<file path="config.mk">
export PLATFORM = sky130hd
export DESIGN_NAME = ring_mode_sampler
export DESIGN_NICKNAME = d
export VERILOG_FILES = /design/src/rtl/ring_pkg.sv /design/src/rtl/flag_sync.sv /design/src/rtl/mode_select.sv /design/src/rtl/dc_sample_gen.sv /design/src/rtl/ring_mode_sampler.sv
export SDC_FILE = /design/constraint.sdc
export NUM_CORES = 1
export LEC_CHECK = 0
export BUFFER_PORTS_ARGS = -buffer_cell sky130_fd_sc_hd__buf_4
export CAP_MARGIN = 20
export CORE_MARGIN = 1.5
export CORE_UTILIZATION = 44
export CTS_CLUSTER_SIZE = 14
export DETAILED_ROUTE_END_ITERATION = 6
export PLACE_DENSITY = 0.68
export SLEW_MARGIN = 30
export SYNTH_ARGS = -nofsm -noshare
export SYNTH_HDL_FRONTEND = slang
export SYNTH_SLANG_ARGS = --single-unit
</file>
<file path="constraint.sdc">
create_clock -name clk -period 1.48 [get_ports clk]
set_input_delay 0.074 -clock clk [delete_from_list [all_inputs] [get_ports clk]]
set_output_delay 0.074 -clock clk [all_outputs]
set_load 0.05 [all_outputs]
</file>
<file path="src/rtl/ring_pkg.sv">
package ring_pkg;

    typedef enum logic {
        MODE_DC   = 1'b0,
        MODE_RING = 1'b1
    } mode_e;

    typedef enum logic [1:0] {
        SP_IDLE = 2'd0,
        SP_WAIT = 2'd1,
        SP_FIRE = 2'd2
    } spulse_e;

endpackage

</file>
<file path="src/rtl/flag_sync.sv">
module flag_sync #(
    parameter int W      = 2,
    parameter int STAGES = 2
) (
    input  logic         clk,
    input  logic         rst_n,
    input  logic [W-1:0] d,
    output logic [W-1:0] q
);
    localparam int LAST = STAGES - 1;

    logic [STAGES-1:0][W-1:0] chain_q;

    always_ff @(posedge clk or negedge rst_n) begin
        if (!rst_n) begin
            chain_q <= '0;
        end else begin
            chain_q[0] <= d;
            for (int i = 1; i < STAGES; i++) begin
                chain_q[i] <= chain_q[i-1];
            end
        end
    end

    assign q = chain_q[LAST];

    initial begin
        assert (STAGES >= 2) else $error("flag_sync needs at least two stages");
    end
endmodule

</file>
<file path="src/rtl/mode_select.sv">
module mode_select
    import ring_pkg::*;
(
    input  logic  clk,
    input  logic  rst_n,
    input  logic  edge_b,
    input  logic  ring_en,
    input  logic  offhook,
    output logic  want_dc,
    output mode_e mode
);
    mode_e mode_q, mode_n;

    // state register
    always_ff @(posedge clk or negedge rst_n) begin
        if (!rst_n) mode_q <= MODE_DC;
        else        mode_q <= mode_n;
    end

    // next state and outputs
    always_comb begin
        want_dc = !(ring_en && !offhook);
        mode_n  = mode_q;
        unique case (mode_q)
            MODE_DC:   if (edge_b && !want_dc) mode_n = MODE_RING;
            MODE_RING: if (edge_b &&  want_dc) mode_n = MODE_DC;
            default:   mode_n = MODE_DC;
        endcase
        mode = mode_q;
    end

    AST_MODE_ONLY_AT_EDGE: assert property (@(posedge clk) disable iff (!rst_n)
        (mode_q != $past(mode_q)) |-> $past(edge_b));
endmodule

</file>
<file path="src/rtl/dc_sample_gen.sv">
module dc_sample_gen
    import ring_pkg::*;
#(
    parameter int DLY_W   = 3,
    parameter int DLY_MAX = 4
) (
    input  logic             clk,
    input  logic             rst_n,
    input  logic             edge_b,
    input  logic             want_dc,
    input  logic [DLY_W-1:0] delay_code,
    output logic             fire
);
    localparam int CNT_W = $clog2(DLY_MAX + 1);

    spulse_e          st_q, st_n;
    logic [CNT_W-1:0] cnt_q, cnt_n;
    logic [CNT_W-1:0] eff;

    assign eff = (delay_code > DLY_W'(DLY_MAX)) ? CNT_W'(DLY_MAX) : CNT_W'(delay_code);

    // state register
    always_ff @(posedge clk or negedge rst_n) begin
        if (!rst_n) begin
            st_q  <= SP_IDLE;
            cnt_q <= '0;
        end else begin
            st_q  <= st_n;
            cnt_q <= cnt_n;
        end
    end

    // transitions
    always_comb begin
        st_n  = st_q;
        cnt_n = cnt_q;
        unique case (st_q)
            SP_IDLE: begin
                if (edge_b && want_dc) begin
                    if (eff == '0) begin
                        st_n = SP_FIRE;
                    end else begin
                        st_n  = SP_WAIT;
                        cnt_n = eff;
                    end
                end
            end
            SP_WAIT: begin
                if (edge_b) begin
                    if (!want_dc) begin
                        st_n = SP_IDLE;
                    end else if (eff == '0) begin
                        st_n = SP_FIRE;
                    end else begin
                        cnt_n = eff;
                    end
                end else if (cnt_q == CNT_W'(1)) begin
                    st_n = SP_FIRE;
                end else begin
                    cnt_n = cnt_q - CNT_W'(1);
                end
            end
            SP_FIRE: st_n = SP_IDLE;
            default: st_n = SP_IDLE;
        endcase
    end

    // outputs
    always_comb begin
        fire = (st_q == SP_FIRE);
    end

    AST_FIRE_ONE_CLOCK: assert property (@(posedge clk) disable iff (!rst_n)
        fire |=> !fire);
    AST_WAIT_BOUND: assert property (@(posedge clk) disable iff (!rst_n)
        (st_q == SP_WAIT) |-> (cnt_q != '0) && (cnt_q <= CNT_W'(DLY_MAX)));
endmodule

</file>
<file path="src/rtl/ring_mode_sampler.sv">
module ring_mode_sampler
    import ring_pkg::*;
#(
    parameter int DLY_W       = 3,
    parameter int DLY_MAX     = 4,
    parameter int SYNC_STAGES = 2
) (
    input  logic             clk,
    input  logic             rst_n,
    input  logic             enable,
    input  logic             ring_en,
    input  logic             offhook_raw,
    input  logic             ilim_raw,
    input  logic [DLY_W-1:0] delay_code,
    input  logic             pri_a_in,
    input  logic             pri_b_in,
    input  logic             ring_strobe,
    output logic             drv_a,
    output logic             drv_b,
    output logic             drv_s,
    output logic             mode_dc
);
    localparam int NFLAG = 2;

    logic [NFLAG-1:0] flags_s;
    logic             offhook_s, ilim_s;
    logic             pri_a_q, pri_b_q, strobe_q, blank_q;
    logic             edge_a, edge_b;
    logic             want_dc, fire, gate;
    mode_e            mode;

    flag_sync #(.W(NFLAG), .STAGES(SYNC_STAGES)) u_sync (
        .clk   (clk),
        .rst_n (rst_n),
        .d     ({ilim_raw, offhook_raw}),
        .q     (flags_s)
    );
    assign offhook_s = flags_s[0];
    assign ilim_s    = flags_s[1];

    assign edge_a = pri_a_in && !pri_a_q;
    assign edge_b = pri_b_in && !pri_b_q;

    mode_select u_mode (
        .clk     (clk),
        .rst_n   (rst_n),
        .edge_b  (edge_b),
        .ring_en (ring_en),
        .offhook (offhook_s),
        .want_dc (want_dc),
        .mode    (mode)
    );

    dc_sample_gen #(.DLY_W(DLY_W), .DLY_MAX(DLY_MAX)) u_dcgen (
        .clk        (clk),
        .rst_n      (rst_n),
        .edge_b     (edge_b),
        .want_dc    (want_dc),
        .delay_code (delay_code),
        .fire       (fire)
    );

    always_ff @(posedge clk or negedge rst_n) begin
        if (!rst_n) begin
            pri_a_q  <= 1'b0;
            pri_b_q  <= 1'b0;
            strobe_q <= 1'b0;
            blank_q  <= 1'b0;
        end else begin
            pri_a_q  <= pri_a_in;
            pri_b_q  <= pri_b_in;
            strobe_q <= ring_strobe;
            if (ilim_s)      blank_q <= 1'b1;
            else if (edge_a) blank_q <= 1'b0;
        end
    end

    always_comb begin
        gate    = enable && !blank_q;
        drv_a   = gate && pri_a_q;
        drv_b   = gate && pri_b_q;
        drv_s   = gate && (((mode == MODE_RING) && strobe_q) || fire);
        mode_dc = (mode == MODE_DC);
    end

    AST_FIRE_IN_DC: assert property (@(posedge clk) disable iff (!rst_n)
        fire |-> (mode == MODE_DC));
    AST_ILIM_BLANKS: assert property (@(posedge clk) disable iff (!rst_n)
        $past(ilim_s) |-> (!drv_a && !drv_b && !drv_s));
    AST_RING_STROBE_GATED: assert property (@(posedge clk) disable iff (!rst_n)
        ($past(ring_strobe) && (mode == MODE_DC) && !fire) |-> !drv_s);
endmodule

</file>
== Yosys cells after proc, flatten, opt, wreduce, memory -nomap -nowiden ==
Cells that the tools add are included.
Word-level totals
  bits in registers: 14
  latch bits: 0
  bits in writable memories: 0
  ROM bits: 0
  input port bits: 12
  output and inout port bits: 4
  word-level logic and storage cells: 61
  memories kept: 0
Operators by class
  add/sub/neg operators: 1
  $mul: 0
  div/mod/pow operators: 0
  magnitude comparators: 1
  equal/unequal tests: 8
  shifts and indexed selects: 0
  mux-type cells: 19
  bitwise logic cells: 1
  reduce and logical (&&, ||, !) cells: 22
Operators with widths (number)
  $mux 3: 6
  $mux 2: 6
  $logic_and 1x1->1: 10
  $pmux 3 s2: 1
  $logic_not 1->1: 5
  $mux 1: 4
  $ne 4x4->1 const B: 1
  $pmux 2 s2: 1
  $reduce_and 4->1: 1
  $reduce_bool 2->1: 2
  $eq 3x1->1 const B: 1
  $gt 3x3->1 const B: 1
  $logic_not 3->1: 1
  $ne 3x1->1 const B: 1
  $ne 3x2->1 const B: 1
  $ne 3x3->1 const B: 1
  $reduce_and 3->1: 1
  $sub 3x1->3 const B: 1
  $eq 2x1->1 const B: 1
  $eq 2x2->1 const B: 1
  $logic_not 2->1: 1
  $ne 2x1->1 const B: 1
  $pmux 1 s2: 1
  $logic_or 1x1->1: 1
  $not 1->1: 1

== Depth between registers and ports, before layout ==
  depth after elaboration: 7
  depth in mapped cells: 6
  gate-level depth less buffers: 6

== Hierarchy ==
A second synthesis with hierarchy kept.
Second synthesis, totals
  cell total of the unflattened synthesis: 63
  area, all modules: 703.2 um^2
By module, submodules not included
  dc_sample_gen: instances 1, cells an instance 41, area each 375.4 um^2, seq. area each 125.1 um^2
  ring_mode_sampler: instances 1, cells an instance 12, area each 160.2 um^2, seq. area each 100.1 um^2
  flag_sync: instances 1, cells an instance 6, area each 115.1 um^2, seq. area each 100.1 um^2
  mode_select: instances 1, cells an instance 4, area each 52.6 um^2, seq. area each 25.0 um^2

== Least setup slack after synthesis ==
No wires, ideal clock.
  path kind: register to output
  start: register u_dcgen.st_q[1]
  end: output port drv_s
  arrival time: 1859 ps
  data required time: 1406 ps
  slack: -453 ps
  cell stages (with the launch flop): 4
  buffers on the path: 1
  cell sequence: dfrtp_1 > clkbuf_1 > a22oi_1 > nor3b_1
On the way
  longest elaborated chain between the ends: 3
Ends and longest elaborated chain
  from (decl): line dc_sample_gen.sv:16  | spulse_e st_q, st_n;
  from (signal assigned): line dc_sample_gen.sv:28  | st_q <= st_n;
  $eq 2x2->1: line dc_sample_gen.sv:70  | fire = (st_q == SP_FIRE);
  $logic_or 1x1->1: line ring_mode_sampler.sv:82  | drv_s = gate && (((mode == MODE_RING) && strobe_q) || fire);
  $logic_and 1x1->1: line ring_mode_sampler.sv:82
  to (decl): line ring_mode_sampler.sv:20  | output logic drv_s,
No other way between the ends.

== Worst setup path after layout ==
  start: register u_dcgen.cnt_q[0]
  end: register u_dcgen.cnt_q[0]
On the way
  longest elaborated chain between the ends: 4
  elaborated cells between the ends (all ways): 10
  those cells by class: 1 x add/sub; 2 x eq/ne; 6 x mux; 1 x reduce/logical
Ends and longest elaborated chain
  from (decl): line dc_sample_gen.sv:17  | logic [CNT_W-1:0] cnt_q, cnt_n;
  from (signal assigned): line dc_sample_gen.sv:29  | cnt_q <= cnt_n;
  $sub 3x1->3 or $mux 3 (tied branches)
  $mux 3, on equally long branches
  $mux 3: line dc_sample_gen.sv:49  | if (edge_b) begin
  $pmux 3 s2: line dc_sample_gen.sv:37  | unique case (st_q)
Parallel ways exist; a longest one is shown, timed or not. The select of a mux whose other input is x is not followed.
A chain may end at the register's enable or synchronous reset.

==> results.tsv <==
stage	metric	value	unit
run_status	outcome	completed	
setup_path	start_kind	flip-flop	
route	drcViolationCount	0	
floorplan	io_pins	16	
floorplan	initial_core_util	49.18	%
job	drv_cap	0	
floorplan	core_area	0.001366	mm²
global_routing	grt_use_total	15.55	%
timing	period_minus_slack	1.386	ns
final_layout	n_fill_cell	119	
synthesis	syn_area_per_cell	11.39	µm²
synthesis	synth_cells	59	
global_routing	gr-total-overflow	0	
final_layout	syn_to_final_growth	34.64	%
synthesis	syn_nets	73	
setup_path	critPathMaxFanout	3	
setup_path	cp.arrival	1.60	ns
timing	final_max_slew_viol_count	0	
floorplan	placementRows	13	
placement	hpwl	961.6	µm
global_routing	antenna_found_initial	0	
placement	numPortBuffers	15	
global_routing	grt_pass1_wl	2.056	mm
clocking	tritoncts	built	
route	ant_nets	0	
final_layout	drive_above_1_share	38.55	%
timing	max_freq	721.5	MHz
synthesis	synthSimpleGateAreaFrac	20.11	%
synthesis	synth_edf_count	0	
timing	slew_headroom	62.30	%
placement	gp_congestion	0.8182	
power_and_ir_drop	peakVddDrop	0.7946	mV
clocking	clock_latency	0.28	ns
route	drt-total-wl	1.280	mm
power_and_ir_drop	powerDensity	1305	mW/mm²
clocking	clock-sinks	14	
timing	setup_tns	0	ns
timing	finalHoldViolCount	0	
setup_path	required	1.69	ns
final_layout	fin_nets	98	
timing	worst_slew_pin_slew	0.5584	ns
synthesis	synth_adder_area_share	3.724	%
setup_path	worstSetupEndpointType	flip-flop	
final_layout	final_cells	98	
synthesis	synth_top_family_by_area	simple AND/OR/NAND/NOR gates	
global_routing	grt_pass1_vias	518	
timing	skew	0.003056	ns
synthesis	synthesis.area	671.9	µm²
power_and_ir_drop	p_leak	0.4166	nW
route	vias_per_cell	5.276	
final_layout	diodes	0	
clocking	post-cts-setup-buffers	0	
global_routing	grt_max_degree	15	
synthesis	synth_compound_area_share	17.13	%
synthesis	synthMuxAreaShare	2.980	%
route	drtPass1Iterations	4	
synthesis	yosys_most_used_dff	dfrtp_1	
setup_path	critPathKind	reg2reg	
clocking	cts_root_buf	clkbuf_4	
timing	fin_crit_sh	93.65	%
synthesis	yosysWarnings	0	
route	vias	517	
clocking	cts_made_buffers	3	
synthesis	async_flop_share	100.0	%
synthesis	ys_ff_latch	14	
floorplan	die_w	42.08	µm
route	wl_per_cell	13.06	µm
floorplan	dieArea	0.001770	mm²
clocking	h-tree-depth	1	
worst_hold_path	min_path_type	in2reg	
synthesis	seq_area_frac_synth	52.14	%
synthesis	ys_types	31	
clocking	cts.clk_slew.worst_paths	0.09	ns
floorplan	die_y	42.08	µm
route	initialDrtViolationCount	2	
synthesis	synthXorXnorAreaFrac	0	%
timing	rsz0062_at_grt	no	
clocking	clk_path_buf_depth	2	
timing	setup_violations	0	
placement	dp_cells	88	
[through the flow]
stage	hold WS (ns)	setup slack, ns	util (%)	area, µm²	power [mW]
after global routing	0.06062	0.01696	66.21	904.6	1.256
after CTS	0.06774	0.03042	65.93	900.9	1.184
final	0.06238	0.09392	66.21	904.6	1.181
after detailed placement	-0.06843	0.06154	58.88	804.5	0.8875
after global placement	-0.06757	0.1469	58.88	804.5	0.8783
after floorplan	-0.2216	0.02602	-	676.9	0.7827
[what timing repair did]
item / 4_1_cts / 5_1_grt
gates resized for setup: 0 / 3
hold buffers: 6 / 0
endpoints found under the hold margin: 19 / 0
endpoints found under the setup margin: 0 / 3
[synthesized netlist by cell type, types with 2 or more instances]
master	number	area, µm²
dfrtp_1	14	350.3
nand2b_1	3	18.77
ha_1	2	25.02
nand2_2	2	12.51
a21oi_1	6	30.03
inv_1	6	22.52
mux2i_1	2	20.02
[registers in the layout, summed over array words and instances, names as in the netlist, named ones only]
register / cells
u_sync.chain_q: 2
u_dcgen.st_q: 2
pri_a_q: 1
u_sync.q: 2
strobe_q: 1
u_dcgen.cnt_q: 3
blank_q: 1
pri_b_q: 1
[critical path, stage by stage, from the launching register on]
cell       delay (ns)
dfrtp_1          0.41
ha_2             0.20
nand2b_1         0.10
nand3_2          0.11
a221oi_2         0.28
a2bb2oi_1        0.21
[cell families (layout without fill, tap and decap cells)]
family | after synthesis | after routing
AO/OA/AOI/OAI | 16 | 16
AND/OR/NAND/NOR | 18 | 18
multiplexers | 2 | 2
adder cells (fa/ha/maj) | 2 | 2
flip-flops | 14 | 14
buffers and inverters | 7 | 31
[per-layer routing]
layer / share of wire (%) / global-route usage (%) / up-vias
met5: 0 / 0 / -
met1: 48 / 18.96 / 241
met3: 3.6 / 3.879 / 5
met4: 2.7 / 8.750 / 0
met2: 46 / 25.00 / 14
li1: - / - / 257
[layout make-up]
class / instances / area, µm² / share of cell area [%]
Clock buffer: 4 / 36.28 / 4.011
Timing Repair Buffer: 21 / 172.7 / 19.09
Tap cell: 15 / 18.77 / 2.075
Multi-Input combinational cell: 38 / 302.8 / 33.47
Inverter: 6 / 22.52 / 2.490
Sequential cell: 14 / 351.6 / 38.87
[cells in the final DEF, fill, tap and decap left out, drive strengths merged, types with 2 or more instances in the layout]
| cell | Yosys | routed |
|---|---|---|
| a21oi | 6 | 6 |
| and3b | 2 | 2 |
| buf | 0 | 15 |
| clkbuf | 1 | 4 |
| dfrtp | 14 | 14 |
| dlygate4sd3 | 0 | 6 |
| ha | 2 | 2 |
| inv | 6 | 6 |
| mux2i | 2 | 2 |
| nand2 | 3 | 3 |
| nand2b | 3 | 3 |
| nand3 | 2 | 2 |
| nor2b | 2 | 2 |
| or2b | 2 | 2 |
[power by group]
group / leakage [nW] / switching [mW] / internal (mW)
Sequential: 0.166 / 0.0646 / 0.453
Clock: 0.0210 / 0.129 / 0.150
Combinational: 0.230 / 0.195 / 0.190
Total: 0.417 / 0.388 / 0.793
[path summary, 6_finish.rpt]
path / start / end / slack [ns] / cells after the start
min in group asynchronous: rst_n / u_dcgen.st_q[1]$_DFFE_PN0P_ / 0.16 / 2
max reg2reg: u_dcgen.cnt_q[0]$_DFFE_PN0P_ / u_dcgen.cnt_q[0]$_DFFE_PN0P_ / 0.09 / 5
min reg2reg: u_sync.chain_q[0]$_DFF_PN0_ / u_sync.q[0]$_DFF_PN0_ / 0.35 / 0
min: delay_code[1] / u_dcgen.st_q[1]$_DFFE_PN0P_ / 0.06 / 3
max: u_dcgen.cnt_q[0]$_DFFE_PN0P_ / u_dcgen.cnt_q[0]$_DFFE_PN0P_ / 0.09 / 5
max in group asynchronous: rst_n / u_dcgen.st_q[1]$_DFFE_PN0P_ / 1.14 / 2
Note: power is estimated with default switching activity, not from simulation.
